<file path="config.mk">
export PLATFORM = sky130hd
export DESIGN_NAME = bank_mapper
export DESIGN_NICKNAME = d
export VERILOG_FILES = /design/src/rtl/bank_mapper_pkg.sv /design/src/rtl/bank_cmd_regs.sv /design/src/rtl/bank_prg_decode.sv /design/src/rtl/bank_chr_decode.sv /design/src/rtl/bank_mapper.sv
export SDC_FILE = /design/constraint.sdc
export NUM_CORES = 1
export LEC_CHECK = 0
export BUFFER_PORTS_ARGS = -buffer_cell sky130_fd_sc_hd__buf_2
export CORE_MARGIN = 2
export CORE_UTILIZATION = 50
export DETAILED_ROUTE_END_ITERATION = 16
export PLACE_DENSITY = 0.73
export SYNTH_ARGS = -nofsm -noshare
export SYNTH_HDL_FRONTEND = slang
export SYNTH_SLANG_ARGS = --single-unit
</file>
<file path="constraint.sdc">
create_clock -name clk -period 3.6 [get_ports clk]
set_clock_uncertainty 0.05 [all_clocks]
set_input_delay 0.36 -clock clk [delete_from_list [all_inputs] [get_ports clk]]
set_output_delay 0.36 -clock clk [all_outputs]
set_load 0.02 [all_outputs]
</file>
<file path="src/rtl/bank_mapper_pkg.sv">
package bank_mapper_pkg;

  typedef enum logic [1:0] {
    MIR_VERT   = 2'd0,
    MIR_HORZ   = 2'd1,
    MIR_ONE_LO = 2'd2,
    MIR_ONE_HI = 2'd3
  } mirror_e;

  localparam logic [3:0] CMD_LOWWIN = 4'h8;
  localparam logic [3:0] CMD_PRG0   = 4'h9;
  localparam logic [3:0] CMD_PRG1   = 4'hA;
  localparam logic [3:0] CMD_PRG2   = 4'hB;
  localparam logic [3:0] CMD_MIRROR = 4'hC;

  localparam logic [5:0] PRG2_RESET = 6'h3E;

  typedef struct packed {
    logic [5:0] bank;
    logic       is_ram;
    logic       ram_on;
  } lowwin_t;

endpackage

</file>
<file path="src/rtl/bank_cmd_regs.sv">
module bank_cmd_regs
  import bank_mapper_pkg::*;
(
  input  logic            clk,
  input  logic            rst_n,
  input  logic            wr_en,
  input  logic [15:0]     wr_addr,
  input  logic [7:0]      wr_data,
  output logic [7:0][7:0] chr_q,
  output logic [2:0][5:0] prg_q,
  output lowwin_t         low_q,
  output mirror_e         mir_q
);

  logic [3:0]      cmd_q, cmd_d;
  logic [7:0][7:0] chr_d;
  logic [2:0][5:0] prg_d;
  lowwin_t         low_d;
  mirror_e         mir_d;
  logic            wr_cmd, wr_par, upd_en;

  assign wr_cmd = wr_en && (wr_addr[15:13] == 3'b100);
  assign wr_par = wr_en && (wr_addr[15:13] == 3'b101);
  assign upd_en = wr_cmd || wr_par;

  always_comb begin
    cmd_d = cmd_q;
    chr_d = chr_q;
    prg_d = prg_q;
    low_d = low_q;
    mir_d = mir_q;
    if (wr_cmd) cmd_d = wr_data[3:0];
    if (wr_par) begin
      if (!cmd_q[3]) begin
        chr_d[cmd_q[2:0]] = wr_data;
      end else begin
        case (cmd_q)
          CMD_LOWWIN: begin
            low_d.bank   = wr_data[5:0];
            low_d.is_ram = wr_data[6];
            low_d.ram_on = wr_data[7];
          end
          CMD_PRG0:   prg_d[0] = wr_data[5:0];
          CMD_PRG1:   prg_d[1] = wr_data[5:0];
          CMD_PRG2:   prg_d[2] = wr_data[5:0];
          CMD_MIRROR: mir_d = mirror_e'(wr_data[1:0]);
          default:    ;
        endcase
      end
    end
  end

  always_ff @(posedge clk or negedge rst_n) begin
    if (!rst_n) begin
      cmd_q <= '0;
      chr_q <= '0;
      prg_q <= {PRG2_RESET, 6'd1, 6'd0};
      low_q <= '0;
      mir_q <= MIR_VERT;
    end else if (upd_en) begin
      cmd_q <= cmd_d;
      chr_q <= chr_d;
      prg_q <= prg_d;
      low_q <= low_d;
      mir_q <= mir_d;
    end
  end

  AST_CMD_CAPTURE: assert property (@(posedge clk) disable iff (!rst_n)
    wr_cmd |=> (cmd_q == $past(wr_data[3:0])));

  AST_QUIET_OUTSIDE: assert property (@(posedge clk) disable iff (!rst_n)
    (wr_en && !wr_cmd && !wr_par) |=> ($stable(cmd_q) && $stable(chr_q) &&
      $stable(prg_q) && $stable(low_q) && $stable(mir_q)));

  AST_MIRROR_HOLD: assert property (@(posedge clk) disable iff (!rst_n)
    !(wr_par && cmd_q == CMD_MIRROR) |=> $stable(mir_q));

  AST_NO_WRITE_NO_CHANGE: assert property (@(posedge clk) disable iff (!rst_n)
    !wr_en |=> ($stable(chr_q) && $stable(prg_q) && $stable(low_q)));

endmodule

</file>
<file path="src/rtl/bank_prg_decode.sv">
module bank_prg_decode
  import bank_mapper_pkg::*;
#(
  parameter  int PRG_BANKS = 64,
  parameter  int RAM_PAGES = 4,
  localparam int PRG_BW    = $clog2(PRG_BANKS),
  localparam int PRG_AW    = 13 + PRG_BW,
  localparam int RAM_PW    = $clog2(RAM_PAGES),
  localparam int RAM_AW    = 13 + RAM_PW
) (
  input  logic              clk,
  input  logic              rst_n,
  input  logic [15:0]       cpu_addr,
  input  logic              cpu_we,
  input  logic [2:0][5:0]   prg_q,
  input  lowwin_t           low_q,
  output logic              rom_cs,
  output logic [PRG_AW-1:0] rom_addr,
  output logic              ram_sel,
  output logic              ram_en,
  output logic              ram_we,
  output logic [RAM_AW-1:0] ram_addr
);

  localparam logic [PRG_BW-1:0] LAST_BANK = PRG_BW'(PRG_BANKS - 1);

  logic              win_hit;
  logic [5:0]        raw_bank;
  logic [PRG_BW-1:0] rom_bank;
  logic [RAM_PW-1:0] ram_page;

  assign win_hit = (cpu_addr[15:13] == 3'b011);

  always_comb begin
    raw_bank = low_q.bank;
    case (cpu_addr[15:13])
      3'b100:  raw_bank = prg_q[0];
      3'b101:  raw_bank = prg_q[1];
      3'b110:  raw_bank = prg_q[2];
      default: raw_bank = low_q.bank;
    endcase
  end

  always_comb begin
    if (cpu_addr[15:13] == 3'b111) rom_bank = LAST_BANK;
    else rom_bank = PRG_BW'(32'(raw_bank) % PRG_BANKS);
  end

  assign ram_page = RAM_PW'(32'(low_q.bank) % RAM_PAGES);
  assign rom_cs   = cpu_addr[15] || (win_hit && !low_q.is_ram);
  assign ram_sel  = win_hit && low_q.is_ram;
  assign ram_en   = ram_sel && low_q.ram_on;
  assign ram_we   = ram_en && cpu_we;
  assign rom_addr = rom_cs  ? {rom_bank, cpu_addr[12:0]} : '0;
  assign ram_addr = ram_sel ? {ram_page, cpu_addr[12:0]} : '0;

  AST_TOP_BANK: assert property (@(posedge clk) disable iff (!rst_n)
    (cpu_addr[15:13] == 3'b111) |-> (rom_addr[PRG_AW-1:13] == LAST_BANK));

  AST_ROM_RAM_EXCL: assert property (@(posedge clk) disable iff (!rst_n)
    $onehot0({rom_cs, ram_sel}));

  AST_RAM_WE_GATED: assert property (@(posedge clk) disable iff (!rst_n)
    ram_we |-> (ram_sel && low_q.ram_on && cpu_we));

  AST_PRG_IN_RANGE: assert property (@(posedge clk) disable iff (!rst_n)
    rom_cs |-> (32'(rom_addr[PRG_AW-1:13]) < PRG_BANKS));

endmodule

</file>
<file path="src/rtl/bank_chr_decode.sv">
module bank_chr_decode #(
  parameter  int CHR_BANKS = 256,
  localparam int CHR_BW    = $clog2(CHR_BANKS),
  localparam int CHR_AW    = 10 + CHR_BW
) (
  input  logic              clk,
  input  logic              rst_n,
  input  logic [13:0]       ppu_addr,
  input  logic [7:0][7:0]   chr_q,
  output logic              chr_cs,
  output logic [CHR_AW-1:0] chr_addr
);

  logic [7:0]        page_bank;
  logic [CHR_BW-1:0] chr_bank;

  assign page_bank = chr_q[ppu_addr[12:10]];
  assign chr_bank  = CHR_BW'(32'(page_bank) % CHR_BANKS);
  assign chr_cs    = !ppu_addr[13];
  assign chr_addr  = chr_cs ? {chr_bank, ppu_addr[9:0]} : '0;

  AST_CHR_IN_RANGE: assert property (@(posedge clk) disable iff (!rst_n)
    chr_cs |-> (32'(chr_addr[CHR_AW-1:10]) < CHR_BANKS));

  AST_CHR_ABOVE_IDLE: assert property (@(posedge clk) disable iff (!rst_n)
    ppu_addr[13] |-> (!chr_cs && chr_addr == '0));

endmodule

</file>
<file path="src/rtl/bank_mapper.sv">
module bank_mapper
  import bank_mapper_pkg::*;
#(
  parameter  int PRG_BANKS = 64,
  parameter  int CHR_BANKS = 256,
  parameter  int RAM_PAGES = 4,
  localparam int PRG_AW    = 13 + $clog2(PRG_BANKS),
  localparam int CHR_AW    = 10 + $clog2(CHR_BANKS),
  localparam int RAM_AW    = 13 + $clog2(RAM_PAGES)
) (
  input  logic              clk,
  input  logic              rst_n,
  input  logic [15:0]       cpu_addr,
  input  logic [7:0]        cpu_wdata,
  input  logic              cpu_we,
  input  logic [13:0]       ppu_addr,
  output logic              prg_rom_cs,
  output logic [PRG_AW-1:0] prg_rom_addr,
  output logic              wram_sel,
  output logic              wram_en,
  output logic              wram_we,
  output logic [RAM_AW-1:0] wram_addr,
  output logic              chr_cs,
  output logic [CHR_AW-1:0] chr_addr,
  output logic [1:0]        mirror_mode
);

  logic [1:0]      rst_sync;
  logic            rst_int_n;
  logic [7:0][7:0] chr_q;
  logic [2:0][5:0] prg_q;
  lowwin_t         low_q;
  mirror_e         mir_q;

  always_ff @(posedge clk or negedge rst_n) begin
    if (!rst_n) rst_sync <= 2'b00;
    else        rst_sync <= {rst_sync[0], 1'b1};
  end
  assign rst_int_n = rst_sync[1];

  bank_cmd_regs u_regs (
    .clk     (clk),
    .rst_n   (rst_int_n),
    .wr_en   (cpu_we),
    .wr_addr (cpu_addr),
    .wr_data (cpu_wdata),
    .chr_q   (chr_q),
    .prg_q   (prg_q),
    .low_q   (low_q),
    .mir_q   (mir_q)
  );

  bank_prg_decode #(
    .PRG_BANKS (PRG_BANKS),
    .RAM_PAGES (RAM_PAGES)
  ) u_prg (
    .clk      (clk),
    .rst_n    (rst_int_n),
    .cpu_addr (cpu_addr),
    .cpu_we   (cpu_we),
    .prg_q    (prg_q),
    .low_q    (low_q),
    .rom_cs   (prg_rom_cs),
    .rom_addr (prg_rom_addr),
    .ram_sel  (wram_sel),
    .ram_en   (wram_en),
    .ram_we   (wram_we),
    .ram_addr (wram_addr)
  );

  bank_chr_decode #(
    .CHR_BANKS (CHR_BANKS)
  ) u_chr (
    .clk      (clk),
    .rst_n    (rst_int_n),
    .ppu_addr (ppu_addr),
    .chr_q    (chr_q),
    .chr_cs   (chr_cs),
    .chr_addr (chr_addr)
  );

  assign mirror_mode = mir_q;

  AST_RESET_MIRROR: assert property (@(posedge clk) disable iff (!rst_int_n)
    $rose(rst_int_n) |-> (mirror_mode == 2'd0));

endmodule

</file>
==> results.yml <==
drt:
  avgViaCountPerCell: 5.445
  routedWlPerCell_um: 17.78
  drtIter0Drc: 86
  antenna_left: 0
  wirelength_um: 10100
  drtPass1Iterations: 4
  vias: 3093
  drcViolationCount: 0
timing:
  setup_viol: 0
  fmax_mhz: 426.3
  tightest_slew_ns: 1.100
  fin_crit_ns: 2.346
  finalHoldViolCount: 0
  rsz0062_at_grt: "false"
  max-slew-margin-rel_pct: 26.35
  drv_slew: 0
  finalSetupTns_ns: 0
  period_share_pct: 65.16
floorplan:
  num_rows: 35
  pin_count: 100
  die_x_um: 102.6
  die_area_um2: 10520
  die_h_um: 102.6
  initial_utilization_pct: 52.06
  core_um2: 9328
critical_path:
  cp-start-kind: "flip-flop"
  cpPeakStageDelay_ns: 0.82
  critPathBufInv: 2
  crit_path_end_kind: "output pin"
  critPathRequiredTime_ns: 3.19
  cp_slowest_cell: "a31oi_1"
  crit_chain: "inv_1 -> a31oi_1 -> nor2b_1 -> buf_2"
  path_max_fanout: 14
  reg2regPathDepth: 3
  crit_arrival_ns: 1.94
  crit_cells: 4
  crit_family: "compound AO/OA/AOI/OAI gates"
  criticalPathCategory: "reg -> out"
  rrSetupSlack_ns: 1.47
clock_network:
  clk_latency_ns: 0.36
  cts_buffer_depth: 2
  root_buffer: "clkbuf_8"
  cts_sinks: 98
  h-tree-depth: 3
  path_clk_slew_ns: 0.10
  numCtsBuffers: 9
  cts_tree: "yes"
logic_synthesis:
  synthesis.area_um2: 4856
  syn-num-nets: 387
  postSynthCellCount: 346
  synth.distinct_cells: 35
  synth_top_family_by_area: "multiplexers"
  synthMuxAreaShare_pct: 33.19
  synth_fa_ha_area_share_pct: 0
  ys_ff_latch: 98
  ys_seq_area_share_pct: 50.66
  yosys.area_share.simple_pct: 11.08
  synth_compound_area_share_pct: 2.448
  yosys_warnings: 0
  avgSynthCellArea_um2: 14.03
  synthXorXnorAreaFrac_pct: 0
layout:
  final_util_pct: 60.90
  antennaDiodeCount: 0
  multi_input_area_um2: 2272
  drive_above_1_share_pct: 55.58
  stdcell_count: 568
  final_cell_mix: "buf_2, dfrtp_1, mux2_2"
  num-fill-cells: 727
  layout-area-overhead-vs-synth_pct: 16.98
  final_common_cell: "buf_2"
  seqCellArea_um2: 2464
  final_nets: 475
job:
  maxCapViolCount: 0
run_status:
  status: "complete, no violations"
grt:
  track_usage_pct: 20.08
  grt.overflow.total: 0
  met3_usage_pct: 3.051
  grt_pass1_vias: 2923
  grt_max_degree: 76
  use_met2_pct: 32.48
  grt.busiest_layer: "met2"
  grt_pass1_wl_um: 15770
  grt_antenna_before_repair: 0
  met1_usage_pct: 28.61
worst_hold_path:
  hold_class: "in -> async"
place:
  gp_congestion: 0.7963
  io_buffers: 99
  dp_hpwl_um: 6897
  place_inst: 551
power:
  ir_drop_v: 0.0002719
  power.density_nw_per_um2: 506.7
  power.leakage_nw: 2.854
[cell type report]
type	count	area share, %
clock inverters	5	1.938
clock buffers	11	2.489
multi-input cells	220	40.00
flip-flops and latches	98	43.37
repair buffers	102	9.163
well taps	129	2.841
inverters	3	0.1982
[synthesized netlist by cell type (all sizes together)]
master | instances | area [um^2]
nand4 | 1 | 6.260
o21ai | 12 | 60.06
mux4 | 16 | 360.4
buf | 8 | 48.79
nor2b | 23 | 143.9
or4b | 1 | 10.01
clkbuf | 17 | 63.81
dfstp | 6 | 157.7
and4bb | 2 | 25.02
dfrtp | 92 | 2302
inv | 3 | 11.26
nor4b | 1 | 23.77
nor4bb | 1 | 10.01
a22o | 6 | 52.55
nor4 | 1 | 21.27
mux2 | 96 | 1111
mux2i | 14 | 140.1
nor2 | 11 | 46.29
nand2 | 3 | 11.26
a31oi | 1 | 6.260
nor3 | 5 | 35.03
nand4bb | 2 | 38.79
conb | 1 | 3.750
nand4b | 3 | 41.29
and3 | 1 | 6.260
nand2b | 3 | 18.77
and2 | 16 | 100.1
[where the power goes]
group	internal, mW	total, mW	switching (mW)	leakage, nW
combinational	0.322	0.562	0.240	1.43
sequential	1.31	1.45	0.135	1.29
clock	0.489	0.870	0.381	0.126
[what timing repair did]
item                                    4_1_cts  5_1_grt
gates resized for setup                       0        0
hold endpoints to repair                      2        0
hold buffers                                  1        0
endpoints found under the setup margin        0        0
buffers inserted                              0        0
[worst register-to-register path, delay by kind of cell, from the launching register on]
kind	cells	cell delay, ns
AND/OR/NAND/NOR	2	1.11
multiplexers	1	0.40
flip-flops	1	0.46
[state kept, by name, summed over array words and instances, names as in the netlist]
name / cells
rst_sync: 2
u_regs.chr_q: 64
u_regs.cmd_q: 4
u_regs.low_q: 8
u_regs.mir_q: 2
u_regs.prg_q: 18
[cells by family (layout without fill, tap and decap cells)]
kind of cell | Yosys count | count (layout)
and+or+nand+nor | 74 | 74
DFF | 98 | 98
muxes | 126 | 126
buffers and inverters | 28 | 121
other | 1 | 1
AOI/OAI and AO/OA | 19 | 19
[routing by layer]
metal / part of all wire (%) / wire length [um]
met4: 0.86 / 87
met5: 0 / 0
met1: 46 / 4646
met3: 5.4 / 544
met2: 48 / 4821
[path summary, 6_finish.rpt]
| check | startpoint | to |
|---|---|---|
| worst max register to register | u_regs.cmd_q[1] | u_regs.chr_q[37] |
| worst min-delay path | rst_n | rst_sync[1] |
| max in group asynchronous | rst_sync[1] | u_regs.prg_q[17] |
| worst max-delay path | u_regs.low_q[1] | prg_rom_addr[8] |
| min in group clk | rst_sync[0] | rst_sync[1] |
| worst min register to register | rst_sync[0] | rst_sync[1] |
[stage by stage]
stage / hold slack (ns) / area (um^2) / setup slack, ns / power, mW
after CTS: 0.2335 / 5680 / 1.211 / 2.898
after floorplan: 0.01441 / 4856 / 0.6285 / 1.867
after detailed placement: 0.09749 / 5419 / 1.274 / 2.031
final: 0.2445 / 5680 / 1.254 / 2.878
after global routing: 0.2588 / 5680 / 1.062 / 3.015
after global placement: 0.09413 / 5419 / 1.280 / 2.005
(Power assumes the default switching activity.)
